$ cat src/rtl/intc_pkg.sv
package intc_pkg;
  localparam int unsigned ADDR_W = 8;
  localparam int unsigned DATA_W = 16;

  localparam logic [ADDR_W-1:0] A_GCTL     = 8'h00;
  localparam logic [ADDR_W-1:0] A_MODEN    = 8'h01;
  localparam logic [ADDR_W-1:0] A_IVEC     = 8'h02;
  localparam logic [ADDR_W-1:0] A_TOPID    = 8'h03;
  localparam logic [ADDR_W-1:0] A_MOD_BASE = 8'h10;

  typedef enum logic [1:0] {
    OFS_FLAG = 2'd0,
    OFS_IEN  = 2'd1,
    OFS_MID  = 2'd2,
    OFS_RSV  = 2'd3
  } mod_ofs_e;
endpackage

$ cat src/rtl/intc_sync.sv
module intc_sync #(
  parameter int unsigned W = 1
) (
  input  logic         clk_i,
  input  logic         rst_ni,
  input  logic [W-1:0] d_i,
  output logic [W-1:0] q_o
);
  logic [W-1:0] meta_q, sync_q;

  always_ff @(posedge clk_i or negedge rst_ni) begin
    if (!rst_ni) begin
      meta_q <= '0;
      sync_q <= '0;
    end else begin
      meta_q <= d_i;
      sync_q <= meta_q;
    end
  end

  assign q_o = sync_q;
endmodule

$ cat src/rtl/intc_module.sv
module intc_module #(
  parameter int unsigned       N_SRC     = 16,
  parameter logic [N_SRC-1:0]  ASYNC_MAP = '0
) (
  input  logic             clk_i,
  input  logic             rst_ni,
  input  logic [N_SRC-1:0] evt_i,
  input  logic             clr_we_i,
  input  logic             ien_we_i,
  input  logic [N_SRC-1:0] wdata_i,
  output logic [N_SRC-1:0] flag_o,
  output logic [N_SRC-1:0] ien_o,
  output logic [N_SRC-1:0] mid_o,
  output logic             pend_o
);
  logic [N_SRC-1:0] flag_q, ien_q, set_ev, pend_eff, clr_mask;

  assign clr_mask = clr_we_i ? wdata_i : '0;

  for (genvar i = 0; i < N_SRC; i++) begin : g_src
    if (ASYNC_MAP[i]) begin : g_async
      intc_sync #(.W(1)) u_sync (
        .clk_i (clk_i),
        .rst_ni(rst_ni),
        .d_i   (evt_i[i]),
        .q_o   (set_ev[i])
      );
      assign pend_eff[i] = flag_q[i] & ien_q[i];
    end else begin : g_sync
      logic pdly_q;
      assign set_ev[i] = evt_i[i];
      always_ff @(posedge clk_i or negedge rst_ni) begin
        if (!rst_ni) pdly_q <= 1'b0;
        else         pdly_q <= flag_q[i] & ien_q[i];
      end
      assign pend_eff[i] = pdly_q;
    end
  end

  // set has priority over a simultaneous clear
  always_ff @(posedge clk_i or negedge rst_ni) begin
    if (!rst_ni) begin
      flag_q <= '0;
      ien_q  <= '0;
    end else begin
      flag_q <= (flag_q & ~clr_mask) | set_ev;
      if (ien_we_i) ien_q <= wdata_i;
    end
  end

  assign flag_o = flag_q;
  assign ien_o  = ien_q;
  assign mid_o  = flag_q & ien_q;
  assign pend_o = |pend_eff;

  assert_flag_set_R1: assert property (@(posedge clk_i) disable iff (!rst_ni)
    (|set_ev) |=> ((flag_q & $past(set_ev)) == $past(set_ev)));

  assert_flag_clear_only_R6: assert property (@(posedge clk_i) disable iff (!rst_ni)
    1'b1 |=> (($past(flag_q) & ~flag_q & ~$past(clr_mask)) == '0));
endmodule

$ cat src/rtl/intc_decode.sv
module intc_decode
  import intc_pkg::*;
#(
  parameter int unsigned N_MOD = 6,
  parameter int unsigned N_SRC = 16
) (
  input  logic                         wr_en_i,
  input  logic [ADDR_W-1:0]            addr_i,
  input  logic                         gen_i,
  input  logic [N_MOD-1:0]             moden_i,
  input  logic [DATA_W-1:0]            ivec_i,
  input  logic [N_MOD-1:0]             topid_i,
  input  logic [N_MOD-1:0][N_SRC-1:0]  flags_i,
  input  logic [N_MOD-1:0][N_SRC-1:0]  ien_i,
  input  logic [N_MOD-1:0][N_SRC-1:0]  mid_i,
  output logic                         gctl_we_o,
  output logic                         moden_we_o,
  output logic                         ivec_we_o,
  output logic [N_MOD-1:0]             clr_we_o,
  output logic [N_MOD-1:0]             ien_we_o,
  output logic [DATA_W-1:0]            rdata_o
);
  localparam int unsigned IDX_W = ADDR_W - 2;

  logic [ADDR_W-1:0] rel;
  logic [IDX_W-1:0]  idx;
  mod_ofs_e          ofs;
  logic              mod_hit;

  assign rel     = addr_i - A_MOD_BASE;
  assign idx     = rel[ADDR_W-1:2];
  assign ofs     = mod_ofs_e'(rel[1:0]);
  assign mod_hit = (addr_i >= A_MOD_BASE) && (int'(idx) < int'(N_MOD));

  assign gctl_we_o  = wr_en_i && (addr_i == A_GCTL);
  assign moden_we_o = wr_en_i && (addr_i == A_MODEN);
  assign ivec_we_o  = wr_en_i && (addr_i == A_IVEC);

  for (genvar m = 0; m < N_MOD; m++) begin : g_we
    assign clr_we_o[m] = wr_en_i && mod_hit && (int'(idx) == m) && (ofs == OFS_FLAG);
    assign ien_we_o[m] = wr_en_i && mod_hit && (int'(idx) == m) && (ofs == OFS_IEN);
  end

  always_comb begin
    rdata_o = '0;
    unique case (addr_i)
      A_GCTL:  rdata_o[0]         = gen_i;
      A_MODEN: rdata_o[N_MOD-1:0] = moden_i;
      A_IVEC:  rdata_o            = ivec_i;
      A_TOPID: rdata_o[N_MOD-1:0] = topid_i;
      default: begin
        for (int m = 0; m < N_MOD; m++) begin
          if (mod_hit && (int'(idx) == m)) begin
            unique case (ofs)
              OFS_FLAG: rdata_o[N_SRC-1:0] = flags_i[m];
              OFS_IEN:  rdata_o[N_SRC-1:0] = ien_i[m];
              OFS_MID:  rdata_o[N_SRC-1:0] = mid_i[m];
              default:  rdata_o            = '0;
            endcase
          end
        end
      end
    endcase
  end
endmodule

$ cat src/rtl/intc_hier.sv
module intc_hier
  import intc_pkg::*;
#(
  parameter int unsigned              N_MOD     = 6,
  parameter int unsigned              N_SRC     = 16,
  parameter logic [N_MOD*N_SRC-1:0]   ASYNC_MAP = {N_MOD{16'h00FF}}
) (
  input  logic                     clk_i,
  input  logic                     rst_ni,
  input  logic [N_MOD*N_SRC-1:0]   evt_i,
  input  logic                     wr_en_i,
  input  logic [ADDR_W-1:0]        addr_i,
  input  logic [DATA_W-1:0]        wdata_i,
  output logic [DATA_W-1:0]        rdata_o,
  output logic                     irq_o,
  output logic [DATA_W-1:0]        ivec_o
);
  logic                        gen_q, irq_q;
  logic [N_MOD-1:0]            moden_q, topid, mod_pend;
  logic [DATA_W-1:0]           ivec_q;
  logic [N_MOD-1:0][N_SRC-1:0] flags, ien, mid;
  logic                        gctl_we, moden_we, ivec_we;
  logic [N_MOD-1:0]            clr_we, ien_we;

  for (genvar m = 0; m < N_MOD; m++) begin : g_mod
    intc_module #(
      .N_SRC    (N_SRC),
      .ASYNC_MAP(ASYNC_MAP[m*N_SRC +: N_SRC])
    ) u_mod (
      .clk_i   (clk_i),
      .rst_ni  (rst_ni),
      .evt_i   (evt_i[m*N_SRC +: N_SRC]),
      .clr_we_i(clr_we[m]),
      .ien_we_i(ien_we[m]),
      .wdata_i (wdata_i[N_SRC-1:0]),
      .flag_o  (flags[m]),
      .ien_o   (ien[m]),
      .mid_o   (mid[m]),
      .pend_o  (mod_pend[m])
    );
    assign topid[m] = moden_q[m] & (|mid[m]);
  end

  intc_decode #(.N_MOD(N_MOD), .N_SRC(N_SRC)) u_dec (
    .wr_en_i   (wr_en_i),
    .addr_i    (addr_i),
    .gen_i     (gen_q),
    .moden_i   (moden_q),
    .ivec_i    (ivec_q),
    .topid_i   (topid),
    .flags_i   (flags),
    .ien_i     (ien),
    .mid_i     (mid),
    .gctl_we_o (gctl_we),
    .moden_we_o(moden_we),
    .ivec_we_o (ivec_we),
    .clr_we_o  (clr_we),
    .ien_we_o  (ien_we),
    .rdata_o   (rdata_o)
  );

  always_ff @(posedge clk_i or negedge rst_ni) begin
    if (!rst_ni) begin
      gen_q   <= 1'b0;
      moden_q <= '0;
      ivec_q  <= '0;
      irq_q   <= 1'b0;
    end else begin
      if (gctl_we)  gen_q   <= wdata_i[0];
      if (moden_we) moden_q <= wdata_i[N_MOD-1:0];
      if (ivec_we)  ivec_q  <= wdata_i;
      irq_q <= gen_q & (|(moden_q & mod_pend));
    end
  end

  assign irq_o  = irq_q;
  assign ivec_o = ivec_q;

  assert_irq_needs_global_R2: assert property (@(posedge clk_i) disable iff (!rst_ni)
    irq_o |-> $past(gen_q));

  assert_irq_needs_module_R2: assert property (@(posedge clk_i) disable iff (!rst_ni)
    irq_o |-> ($past(moden_q) != '0));

  assert_ivec_hold_R3: assert property (@(posedge clk_i) disable iff (!rst_ni)
    !ivec_we |=> $stable(ivec_q));
endmodule

$ cat config.mk
export PLATFORM = sky130hd
export DESIGN_NAME = intc_hier
export DESIGN_NICKNAME = d
export VERILOG_FILES = /design/src/rtl/intc_pkg.sv /design/src/rtl/intc_sync.sv /design/src/rtl/intc_module.sv /design/src/rtl/intc_decode.sv /design/src/rtl/intc_hier.sv
export SDC_FILE = /design/constraint.sdc
export NUM_CORES = 1
export LEC_CHECK = 0
export BUFFER_PORTS_ARGS = -buffer_cell sky130_fd_sc_hd__buf_2
export CAP_MARGIN = 10
export CORE_ASPECT_RATIO = 1.4
export CORE_MARGIN = 4
export CORE_UTILIZATION = 25
export CTS_BUF_LIST = sky130_fd_sc_hd__clkbuf_16
export DETAILED_ROUTE_END_ITERATION = 8
export SLEW_MARGIN = 20
export SYNTH_ARGS = -nofsm -noshare
export SYNTH_HDL_FRONTEND = slang
export SYNTH_SLANG_ARGS = --single-unit
$ cat constraint.sdc
create_clock -name clk_i -period 4.95 [get_ports clk_i]
set_clock_uncertainty 0.15 [all_clocks]
set_input_delay 1.485 -clock clk_i [delete_from_list [all_inputs] [get_ports clk_i]]
set_output_delay 1.485 -clock clk_i [all_outputs]
set_load 0.02 [all_outputs]
==> flow_metrics.env <==
export IMPL_status="finished, violations left"
export IMPL_violations="setup timing"
export IMPL_dieWidth_um=218
export IMPL_drt_pass1_iter_count=5
export IMPL_grt_pass1_wl_mm=80.3
export IMPL_track_usage_pct=16.1
export IMPL_synth_ff_type="dfrtp_1"
export IMPL_ant_nets=0
export IMPL_place_port_buffers=155
export IMPL_p_leak_uw=0.00879
export IMPL_grt_ovfl_total=0
export IMPL_mostFrequentLayoutCell="dfrtp_1"
export IMPL_num_rows=107
export IMPL_fmax_ghz=0.199
export IMPL_cts_buffer_depth=3
export IMPL_start_util_pct=25.3
export IMPL_cp_required_ns=3.31
export IMPL_dpl_cell_count=2333
export IMPL_ys_seq_elements=360
export IMPL_cap_violations=0
export IMPL_r2r_slack_ns=2.54
export IMPL_cp_start_kind="input port"
export IMPL_syn2layout_area_growth_pct=28.3
export IMPL_fp_coreArea_um2=61200
export IMPL_period_share_pct=102
export IMPL_critical_path_class="in -> out"
export IMPL_htree_levels=2
export IMPL_drc_errors=0
export IMPL_slew_viol_final=0
export IMPL_grt_pass1_vias=12500
export IMPL_grt_max_degree=82
export IMPL_cts_tree="done"
export IMPL_layout_drive_gt1_share_pct=33.1
export IMPL_period_minus_slack_ns=5.03
export IMPL_tns_ns=-0.420
export IMPL_endpoint_kind="output port"
export IMPL_async_reset_ff_share_pct=100
export IMPL_power_density_nw_per_um2=324
export IMPL_finalSetupViolations=12
export IMPL_antenna_found_initial=4
export IMPL_wire_per_inst_um=22.6
export IMPL_syn_area_per_cell_um2=11.6
export IMPL_rsz0062_at_grt="yes"
export IMPL_finalNonFillerCells=2410
export IMPL_hold_path_class="reg -> reg"
export IMPL_hold_violations=0
export IMPL_path_clk_slew_ns=0.06
export IMPL_hpwl_mm=40.2
export IMPL_die_area_um2=66100
export IMPL_crit_fanout=6
export IMPL_viasPerCell=4.93
export IMPL_layout_nets=1692
export IMPL_ys_seq_area_share_pct=58.1
export IMPL_worst_slew_pin_slew_ns=1.00
export IMPL_setup_ws_ns=-0.0821
export IMPL_gp_congestion=0.963
export IMPL_layout_common_cells="360 x dfrtp_1, 188 x nand2_1, 135 x buf_2, 107 x mux2_2, 103 x a21o_1"
export IMPL_clkSinkCount=360
export IMPL_synth_edf_count=0
export IMPL_vias=11900
export IMPL_clk_latency_ns=0.55
export IMPL_syn_inst=1335
export IMPL_drt_initial_drc_count=905
export IMPL_root_buffer="clkbuf_16"
export IMPL_numCtsBuffers=36
export IMPL_drt_total_wl_mm=54.5
export IMPL_ir_worst_vdd_mv=0.194
export IMPL_cp_arrival_ns=3.40
export IMPL_syn_cell_area_um2=15500
export IMPL_die_y_um=303
export IMPL_syn_num_nets=1462
export IMPL_ios=156
export IMPL_yosysWarnings=0
export IMPL_synthDistinctLibCells=60
export IMPL_slew_limit_headroom_pct=33.2
==> worst paths after layout <==
kind / to / start / depth (start not counted)
max: rdata_o[9] / addr_i[4] / 12
min: g_mod[5].u_mod.g_src[0].g_async.u_sync.q_o$_DFF_PN0_ / g_mod[5].u_mod.g_src[0].g_async.u_sync.meta_q$_DFF_PN0_ / 0
max reg2reg: irq_o$_DFF_PN0_ / g_mod[4].u_mod.ien_o[2]$_DFFE_PN0P_ / 6
min reg2reg: g_mod[5].u_mod.g_src[0].g_async.u_sync.q_o$_DFF_PN0_ / g_mod[5].u_mod.g_src[0].g_async.u_sync.meta_q$_DFF_PN0_ / 0
max in group asynchronous: g_mod[4].u_mod.flag_o[13]$_DFF_PN0_ / rst_ni / 2
min in group asynchronous: g_mod[1].u_mod.g_src[5].g_async.u_sync.meta_q$_DFF_PN0_ / rst_ni / 1
==> cells in the mapped netlist, types with 5 or more instances <==
cell type | count | share of area, %
nor2b_1 | 13 | 0.52
nand4_1 | 16 | 0.65
inv_1 | 27 | 0.65
o22a_1 | 6 | 0.34
buf_4 | 5 | 0.24
dfrtp_1 | 360 | 58
nor3_1 | 12 | 0.39
o31a_1 | 6 | 0.34
o21ai_0 | 55 | 1.8
a21oi_1 | 36 | 1.2
a32oi_1 | 5 | 0.28
buf_1 | 6 | 0.15
nand2b_1 | 6 | 0.24
nand3_1 | 14 | 0.45
mux2_4 | 10 | 0.97
and2_1 | 27 | 1.1
nand2_1 | 191 | 4.6
clkbuf_1 | 49 | 1.2
nor2_1 | 23 | 0.56
o211ai_1 | 7 | 0.34
a221oi_1 | 14 | 0.79
a31oi_1 | 11 | 0.44
mux2i_1 | 65 | 4.2
mux2_2 | 107 | 7.8
buf_2 | 18 | 0.58
a21o_1 | 103 | 5.0
o2bb2ai_1 | 8 | 0.45
nor4_1 | 18 | 0.73
o22ai_1 | 55 | 2.2
a22oi_1 | 13 | 0.63
==> kinds of logic (layout without fill, tap and decap cells) <==
| family | after synthesis | in the layout | synth area share (%) |
|---|---|---|---|
| flip-flops | 360 | 360 | 58.1 |
| AND/OR/NAND/NOR | 342 | 342 | 10.5 |
| AO/OA/AOI/OAI | 337 | 337 | 15.0 |
| multiplexers | 184 | 184 | 13.1 |
| buffers and inverters | 108 | 365 | 2.98 |
| adder cells (fa/ha/maj) | 4 | 4 | 0.323 |
| other | 0 | 1 | 0 |
==> flip-flops by register name, summed over array words and instances, names as in the netlist <==
signal,cells
g_mod.u_mod.flag_o,96
g_mod.u_mod.g_src.g_async.u_sync.meta_q,48
g_mod.u_mod.g_src.g_async.u_sync.q_o,48
g_mod.u_mod.g_src.g_sync.pdly_q,48
g_mod.u_mod.ien_o,96
gen_q,1
irq_o,1
ivec_o,16
moden_q,6
==> metal layers <==
metal | vias up | track usage (%) | wire, um
met4 | 4 | 8.52 | 3310
li1 | 5262 | - | -
met2 | 439 | 29.3 | 28100
met5 | - | 0 | 24
met1 | 6011 | 18.1 | 20200
met3 | 158 | 2.44 | 2840
==> metrics by stage <==
stage | area, um^2 | power, uW | hold slack, ns | worst slack, ns | util (%)
floorplan | 15500 | 3370 | 0.181 | 0.00637 | -
global placement | 17900 | 3700 | 0.187 | -0.337 | 29.2
detailed placement | 17900 | 3700 | 0.185 | -0.379 | 29.2
CTS | 19600 | 6500 | 0.193 | -0.0377 | 32.0
global route | 19900 | 6670 | 0.197 | -0.112 | 32.5
finish | 19900 | 6450 | 0.190 | -0.0821 | 32.5
==> where the power goes <==
| part | internal, uW | switching (uW) | total, uW |
|---|---|---|---|
| clock | 1550 | 1180 | 2730 |
| combinational | 246 | 396 | 643 |
| sequential | 3030 | 46.6 | 3070 |
| total | 4830 | 1620 | 6450 |
==> area by class of cell <==
type,instances,area (um^2)
Fill cell,6176,41300
Sequential cell,360,9010
Multi-Input combinational cell,867,6480
Timing Repair Buffer,272,2080
Tap cell,817,1020
Clock buffer,38,951
Clock inverter,27,223
Inverter,28,116
Antenna cell,1,2.50
==> worst max-delay path: stages <==
cell and delay (ns):
buf_8 0.08, inv_4 0.03, buf_6 0.12, ha_4 0.16, nand4b_1 0.26, buf_6 0.22
buf_12 0.12, a21oi_4 0.15, a221oi_2 0.07, o31a_1 0.33, o21ai_2 0.21, buf_6 0.15
==> timing repair <==
action | CTS | global route
setup endpoints to repair | 16 | 16
pin swaps | 27 | 30
hold buffers | 0 | 0
resized for setup | 133 | 51
buffers inserted | 4 | 10
gates cloned | 2 | 1
(Power assumes the default switching activity.)
